### config.mk
export PLATFORM = sky130hd
export DESIGN_NAME = prbs_gen
export DESIGN_NICKNAME = d
export VERILOG_FILES = /design/src/rtl/prbs_pkg.sv /design/src/rtl/prbs_ctrl.sv /design/src/rtl/prbs_dp.sv /design/src/rtl/prbs_gen.sv
export SDC_FILE = /design/constraint.sdc
export NUM_CORES = 1
export LEC_CHECK = 0
export BUFFER_PORTS_ARGS = -buffer_cell sky130_fd_sc_hd__clkbuf_2
export CELL_PAD_IN_SITES_DETAIL_PLACEMENT = 0
export CELL_PAD_IN_SITES_GLOBAL_PLACEMENT = 2
export CORE_MARGIN = 5
export CORE_UTILIZATION = 27
export DETAILED_ROUTE_END_ITERATION = 8
export MAX_ROUTING_LAYER = met4
export PLACE_DENSITY = 0.8
export SETUP_SLACK_MARGIN = 0.3
export SYNTH_ARGS = -nofsm -noshare
export SYNTH_HDL_FRONTEND = slang
export SYNTH_SLANG_ARGS = --single-unit
### constraint.sdc
create_clock -name clk -period 3.1 [get_ports clk]
set_clock_uncertainty 0.15 [all_clocks]
set_input_delay 0.465 -clock clk [delete_from_list [all_inputs] [get_ports clk]]
set_output_delay 0.465 -clock clk [all_outputs]
set_load 0.005 [all_outputs]
### src/rtl/prbs_pkg.sv
package prbs_pkg;
  // Strobes from the control half to the datapath, valid for one cycle.
  typedef struct packed {
    logic advance;  // send one bit and step the register
    logic load;     // load the seed, send nothing
    logic flip;     // complement the bit sent in an advance cycle
  } prbs_strb_t;
endpackage

### src/rtl/prbs_ctrl.sv
module prbs_ctrl
  import prbs_pkg::*;
(
  input  logic       clk,
  input  logic       rst,
  input  logic       clkEn,
  input  logic       seedLoad,
  input  logic       errStrobe,
  output prbs_strb_t strb
);
  logic prevLd, prevErr, errPend;
  logic ldRise, errRise;

  // Edges are judged against the level seen on the last enabled cycle.
  assign ldRise  = seedLoad  & ~prevLd;
  assign errRise = errStrobe & ~prevErr;

  always_ff @(posedge clk) begin
    if (rst) begin
      prevLd  <= 1'b0;
      prevErr <= 1'b0;
      errPend <= 1'b0;
    end else if (clkEn) begin
      prevLd  <= seedLoad;
      prevErr <= errStrobe;
      // a requested flip survives a load cycle and is spent on the next bit
      errPend <= ldRise ? (errPend | errRise) : 1'b0;
    end
  end

  always_comb begin
    strb.load    = clkEn & ldRise;
    strb.advance = clkEn & ~ldRise;
    strb.flip    = errPend | errRise;
  end
endmodule

### src/rtl/prbs_dp.sv
module prbs_dp
  import prbs_pkg::*;
#(
  parameter int REG_W = 32,
  parameter int ZRUN  = 14,
  localparam int LEN_W = $clog2(REG_W + 1)
) (
  input  logic             clk,
  input  logic             rst,
  input  prbs_strb_t       strb,
  input  logic [REG_W-1:0] tapMask,
  input  logic [REG_W-1:0] seed,
  input  logic [LEN_W-1:0] patLen,
  input  logic             zsEn,
  input  logic             invEn,
  output logic             dOut,
  output logic [ZRUN:0]    lineView
);
  localparam logic [LEN_W-1:0] FULL_LEN = LEN_W'(REG_W);

  logic [REG_W-1:0] lfsr, lenMask, topSel, nextLfsr;
  logic [LEN_W-1:0] effLen;
  logic [ZRUN:0]    dLine;
  logic fbBit, genBit, headBit, runZero, shaped, txBit;

  assign effLen = (patLen == '0 || patLen > FULL_LEN) ? FULL_LEN : patLen;

  for (genvar i = 0; i < REG_W; i++) begin : g_stage
    assign lenMask[i] = LEN_W'(i) < effLen;
    assign topSel[i]  = LEN_W'(i + 1) == effLen;
  end

  assign fbBit    = ^(lfsr & tapMask & lenMask);
  assign genBit   = |(lfsr & topSel);
  assign nextLfsr = {lfsr[REG_W-2:0], fbBit} & lenMask;

  // Oldest entry of the line goes out; the ZRUN younger ones are the lookahead.
  assign headBit = dLine[ZRUN];
  assign runZero = ~|dLine[ZRUN-1:0];
  assign shaped  = headBit | (zsEn & runZero);
  assign txBit   = shaped ^ strb.flip ^ invEn;

  always_ff @(posedge clk) begin
    if (rst) begin
      lfsr  <= '0;
      dLine <= '0;
      dOut  <= 1'b0;
    end else if (strb.load) begin
      lfsr <= seed & lenMask;
    end else if (strb.advance) begin
      lfsr  <= nextLfsr;
      dLine <= {dLine[ZRUN-1:0], genBit};
      dOut  <= txBit;
    end
  end

  assign lineView = dLine;
endmodule

### src/rtl/prbs_gen.sv
module prbs_gen
  import prbs_pkg::*;
#(
  parameter int REG_W = 32,
  parameter int ZRUN  = 14,
  localparam int LEN_W = $clog2(REG_W + 1)
) (
  input  logic             clk,
  input  logic             rst,
  input  logic             clkEn,
  input  logic [REG_W-1:0] tapMask,
  input  logic [REG_W-1:0] seed,
  input  logic [LEN_W-1:0] patLen,
  input  logic             seedLoad,
  input  logic             zsEn,
  input  logic             invEn,
  input  logic             errStrobe,
  output logic             dOut
);
  prbs_strb_t    strb;
  logic [ZRUN:0] lineView;

  prbs_ctrl u_ctrl (
    .clk(clk), .rst(rst), .clkEn(clkEn),
    .seedLoad(seedLoad), .errStrobe(errStrobe), .strb(strb)
  );

  prbs_dp #(.REG_W(REG_W), .ZRUN(ZRUN)) u_dp (
    .clk(clk), .rst(rst), .strb(strb), .tapMask(tapMask), .seed(seed),
    .patLen(patLen), .zsEn(zsEn), .invEn(invEn),
    .dOut(dOut), .lineView(lineView)
  );
endmodule

After elaboration in Yosys (flattened, before gate mapping):

Index checks and enable logic that the tools add are counted.

* flip-flop bits (word level): 51
* input bits: 77
* output and inout bits: 1
* logic and storage cells: 101

* magnitude comparators: 33
* eq/ne operators: 32
* muxes and demuxes: 4
* bitwise gates (word level): 18
* reduce and logical (&&, ||, !) cells: 8

Operator list (count)
* $and 32x32->32: 5
* $eq 5x6->1 const A: 16
* $lt 5x6->1 const A: 16
* $mux 32: 2
* $eq 4x6->1 const A: 8
* $lt 4x6->1 const A: 8
* $reduce_or 32->1: 1
* $reduce_xor 32->1: 1
* $eq 3x6->1 const A: 4
* $lt 3x6->1 const A: 4
* $reduce_or 14->1: 1
* $eq 2x6->1 const A: 2
* $lt 1x6->1 const A: 2
* $lt 2x6->1 const A: 2
* $eq 1x6->1 const A: 1
* $eq 6x6->1 const A: 1
* $gt 6x6->1 const B: 1
* $logic_not 6->1: 1
* $mux 6: 1
* $and 1x1->1: 5
* $not 1->1: 4
* $or 1x1->1: 2
* $reduce_and 2->1: 1
* $reduce_bool 2->1: 1
* 4 further kinds: 5

Logic depth before layout (Yosys ltp):

* depth in word-level cells: 9
* mapped depth: 11
* mapped depth without buffers: 8

By module:

Synthesis repeated with hierarchy kept, for this count alone.

* cell total of the unflattened synthesis: 508
* area, all modules: 3631.0 um^2

Modules (own cells, without submodules)
* prbs_dp: times used 1, cells each 493, area an instance 3487.1 um^2, seq. area each 960.9 um^2
* prbs_ctrl: times used 1, cells each 15, area an instance 143.9 um^2, seq. area each 60.1 um^2

Worst setup path before layout:

No wires, ideal clock.

* kind: input to register
* start point: in patLen[1]
* end point: reg u_dp.lfsr[0]
* arrival time: 2962 ps
* required time: 2864 ps
* path slack: -99 ps
* stages on the path: 10
* buffers on the path: 2
* cells stage by stage: buf_2 > or4_4 > buf_6 > o211ai_2 > nand3_1 > xnor3_1 > xor3_1 > xnor3_1 > xnor3_1 > a221oi_2

* cells in the longest elaborated chain, start to end: 9
* elaborated cells on any way between the ends: 42

RTL lines
* start, declared: RTL line prbs_gen.sv:13 `input logic [LEN_W-1:0] patLen,`
* $gt 6x6->1 or $logic_not 6->1 (tied branches): RTL line prbs_dp.sv:26 `assign effLen = (patLen == '0 || patLen > FULL_LEN) ? FULL_LEN : patLen;`
* $logic_or 1x1->1: RTL line prbs_dp.sv:26
* $mux 6 *: RTL line prbs_dp.sv:26
* $lt 1x6->1, or another cell as far along: RTL line prbs_dp.sv:29 `assign lenMask[i] = LEN_W'(i) < effLen;`
* $and 32x32->32: RTL line prbs_dp.sv:33 `assign fbBit = ^(lfsr & tapMask & lenMask);`
* $reduce_xor 32->1: RTL line prbs_dp.sv:33
* $and 32x32->32: RTL line prbs_dp.sv:35 `assign nextLfsr = {lfsr[REG_W-2:0], fbBit} & lenMask;`
* $mux 32: RTL line prbs_dp.sv:50 `end else if (strb.advance) begin`
* $mux 32 *: RTL line prbs_dp.sv:48 `end else if (strb.load) begin`
* end signal, assigned: RTL line prbs_dp.sv:49 `lfsr <= seed & lenMask;`
* end signal, assigned: RTL line prbs_dp.sv:51 `lfsr <= nextLfsr;`
* end, declared: RTL line prbs_dp.sv:21 `logic [REG_W-1:0] lfsr, lenMask, topSel, nextLfsr;`

Mark *: on every way between the ends. The rest lies on a longest branch, timed or not. The select of a mux whose other input is x is not followed.
A chain may end at the register's enable or synchronous reset.

Final worst setup path:

* start point: in patLen[2]
* end point: reg u_dp.lfsr[0]

Same word-level chain as after synthesis.

==> flow_summary_export.csv <==
group,metric,value,unit
global_routing,grt_pass1_wl,20.6,mm
pwr,p_total,0.00166,W
floorplanning,die-area,15600,um^2
worst_setup_path,crit_top_cell,"xnor3_1",
clock_tree,clk_path_buf_depth,2,
run_status,status,"finished clean",
worst_setup_path,cp_slowest_cell,"or4_4",
yosys,async_flop_share,0,
worst_setup_path,r2r_start,"u_dp.lfsr[7]$_SDFFE_PP0P_",
clock_tree,cts_inserted_buffers,5,
pwr,power_switching,0.000522,W
drt,totalWireLength,13.4,mm
floorplanning,die_y,125,um
yosys,yosysWarnings,0,
timing,holdWs,0.271,ns
place,io_buffers,77,
yosys,synth_nets,569,
yosys,synth_largest_type_area_fraction,0.287,
pwr,power_leakage,1.79,nW
timing,hold_violations,0,
worst_setup_path,critPathTopFamily,"XOR/XNOR gates",
timing,setup-violations-final,0,
worst_setup_path,arrival,2.86,ns
yosys,synth_edf_count,0,
drt,wl_per_cell,17.8,um
min_path,min_to,"u_ctrl.prevErr$_SDFFE_PP0P_",
layout,drive_above_1_share,0.263,
global_routing,grt_pass1_vias,3719,
pwr,vdd_ir_drop_max,0.192,mV
drt,drc,0,
global_routing,track_usage,0.170,
worst_setup_path,cpPeakStageDelay,0.60,ns
min_path,hp-class,"primary input to flop",
timing,setup_ws,0.304,ns
global_routing,grt_max_degree,52,
pwr,p_comb_frac,0.225,
yosys,synth_cell_type_count,50,
yosys,syn_inst,492,
clock_tree,tritoncts,"built",
min_path,hold_depth,3,
worst_setup_path,r2r-end,"u_dp.lfsr[0]$_SDFFE_PP0P_",
timing,slew_viol_final,0,
global_routing,antenna_found_initial,0,
timing,max_freq,358,MHz
drt,drt.antenna.violating_nets,0,
worst_setup_path,crit_path_start_kind,"primary input",
layout,syn_to_final_growth,28.0,%
worst_setup_path,reg2regPathDepth,8,
layout,antennaDiodeCount,0,
yosys,syn_avg_cell_area,7.23,um^2
yosys,syn_area,3560,um^2
clock_tree,h-tree-depth,2,
pwr,power.density,365,nW/um^2
job,maxCapViolations,0,
clock_tree,cts_root_buf,"clkbuf_16",
min_path,min_from,"errStrobe",
yosys,yosys.area.top_type,"dfxtp_1",
yosys,yosys-top-cells-area,"dfxtp_1, nand2_1, a21oi_1, mux2i_1, nor2_1",
layout,final_cell_mix,"nand2_1, clkbuf_2, a21oi_1",
drt,via_per_inst,5.10,
worst_setup_path,critPathKind,"primary input to flop",
timing,period_share,0.902,
drt,dr_total_vias,3828,
pwr,p_clk_frac,0.358,
drt,first_pass_iters,5,
clock_tree,clock_latency,0.30,ns
yosys,synth_seq_cells,51,
yosys,seq_area_frac_synth,0.287,
pwr,p_int,0.00114,W
floorplanning,io_pins,78,
worst_setup_path,path_cells,"clkbuf_2, or4_4, and2_4, a21oi_4, xor2_2, xnor2_1, xnor3_1, xnor3_1, a221oi_2",
floorplanning,start_util,0.272,
pwr,swShare,0.314,
floorplanning,core_region_area,13100,um^2
floorplanning,row_count,42,
worst_setup_path,cp.required,3.16,ns
clock_tree,clock_sinks,51,
drt,drt_iter0_drc,307,
yosys,ys.flop_type,"dfxtp_1",
worst_setup_path,path_buf_inv,1,
layout,filler_cell_count,1433,
timing,slew_headroom,0.235,
timing,grt_setup_unrepaired,"yes",
timing,fin_crit,2.80,ns
worst_setup_path,critPathMaxFanout,5,
layout,final_common_cell,"nand2_1",
place,hpwl,10.0,mm
worst_setup_path,r2r_slack,0.78,ns
timing,worstMarginPinSlew,1.15,ns
clock_tree,path_clk_slew,0.08,ns
pwr,p_seq_frac,0.418,
place,dpl_worst_slack,-0.0610,ns
worst_setup_path,end_kind,"flop",
global_routing,overflow,0,
place,gp_congestion,0.896,
layout,finalNetCount,650,
floorplanning,fp.dieW,125,um
-- power by group through the flow --
stage                     logic [W]  registers, W  clock network, W
after floorplan            0.000218      0.000700                 0
after global placement     0.000356      0.000709                 0
after detailed placement   0.000358      0.000710                 0
after CTS                  0.000363      0.000694          0.000611
after global routing       0.000408      0.000697          0.000635
final                      0.000374      0.000694          0.000595
-- flip-flops by register name (all words and copies together) (netlist names) --
register and count:
u_ctrl.prevLd 1, u_ctrl.prevErr 1, u_dp.lfsr 32, u_dp.dOut 1, u_ctrl.errPend 1, u_dp.lineView 15
-- metrics by stage --
stage	cell area (um^2)	cells	utilization	setup TNS [ns]
floorplan	3580	492	-	0
global placement	4300	740	0.328	-0.0455
detailed placement	4300	740	0.328	-0.0610
CTS	4470	748	0.342	0
global route	4550	750	0.348	0
finish	4550	750	0.348	0
-- layer usage --
layer | part of all wire | up-vias | global-route usage
met5 | 0 | - | -
met4 | 0.024 | 0 | 0.0542
met3 | 0.045 | 26 | 0.0279
met2 | 0.47 | 112 | 0.266
met1 | 0.46 | 1795 | 0.224
li1 | - | 1895 | -
-- layout make-up --
| cell class | instances | area (um^2) | area share |
|---|---|---|---|
| Sequential cell | 51 | 1020 | 0.224 |
| Multi-Input combinational cell | 399 | 2480 | 0.544 |
| Tap cell | 176 | 220 | 0.0484 |
| Timing Repair Buffer | 110 | 662 | 0.145 |
| Clock buffer | 5 | 125 | 0.0275 |
| Inverter | 6 | 22.5 | 0.00495 |
| Clock inverter | 3 | 23.8 | 0.00522 |
-- timing repair --
item                                   CTS  global route
endpoints found under the hold margin    0             0
setup endpoints to repair                1             1
resized for setup                        4            13
hold buffers                             0             0
gates cloned                             0             1
buffers inserted                         0             1
pin swaps                                2             6
-- tightest hold or removal path: stages --
cell	delay (ns)
clkbuf_2	0.08
mux2i_1	0.06
nor2_1	0.07
-- how the worst max path moves through the flow --
| stage | from | end | slack, ns | cells after the start |
|---|---|---|---|---|
| final | patLen[2] | u_dp.lfsr[0]$_SDFFE_PP0P_ | 0.30 | 9 |
| after global routing | patLen[2] | u_dp.lfsr[0]$_SDFFE_PP0P_ | 0.17 | 9 |
| after CTS | patLen[1] | u_dp.lfsr[0]$_SDFFE_PP0P_ | 0.30 | 9 |
| after detailed placement | patLen[3] | u_dp.lfsr[0]$_SDFFE_PP0P_ | -0.06 | 12 |
| after global placement | patLen[3] | u_dp.lfsr[0]$_SDFFE_PP0P_ | -0.05 | 12 |
| after floorplan | patLen[1] | u_dp.lfsr[0]$_SDFFE_PP0P_ | 0.13 | 10 |
-- cells in the mapped netlist (2+ instances only) --
cell type  instances
xor2_1            10
xnor3_1            4
a21oi_1           66
o221ai_1           3
or3_1              2
a21o_1             2
nand2_1          114
buf_2              5
buf_1              9
inv_1              5
nor4_1             2
nor2b_1            2
clkbuf_1          21
buf_6              2
mux2_2             3
nor4b_1            3
o211ai_1           5
dfxtp_1           51
a211oi_1           3
nor3_1            13
nor2_1            41
xnor2_1           11
o21ai_0           17
a221oi_1           7
a211o_1            2
and2_1             4
and3_1             3
mux4_2             2
a31oi_1            6
mux2i_1           28
nand3_1           27
-- kinds of logic after synthesis --
| kind of cell | after synthesis | synth area share |
|---|---|---|
| simple gates | 219 | 0.271 |
| flops | 51 | 0.287 |
| mux | 33 | 0.101 |
| compound gates | 119 | 0.202 |
| xor+xnor | 27 | 0.0883 |
| buf+inv | 43 | 0.0514 |
Power figures use the tool's default switching activity.
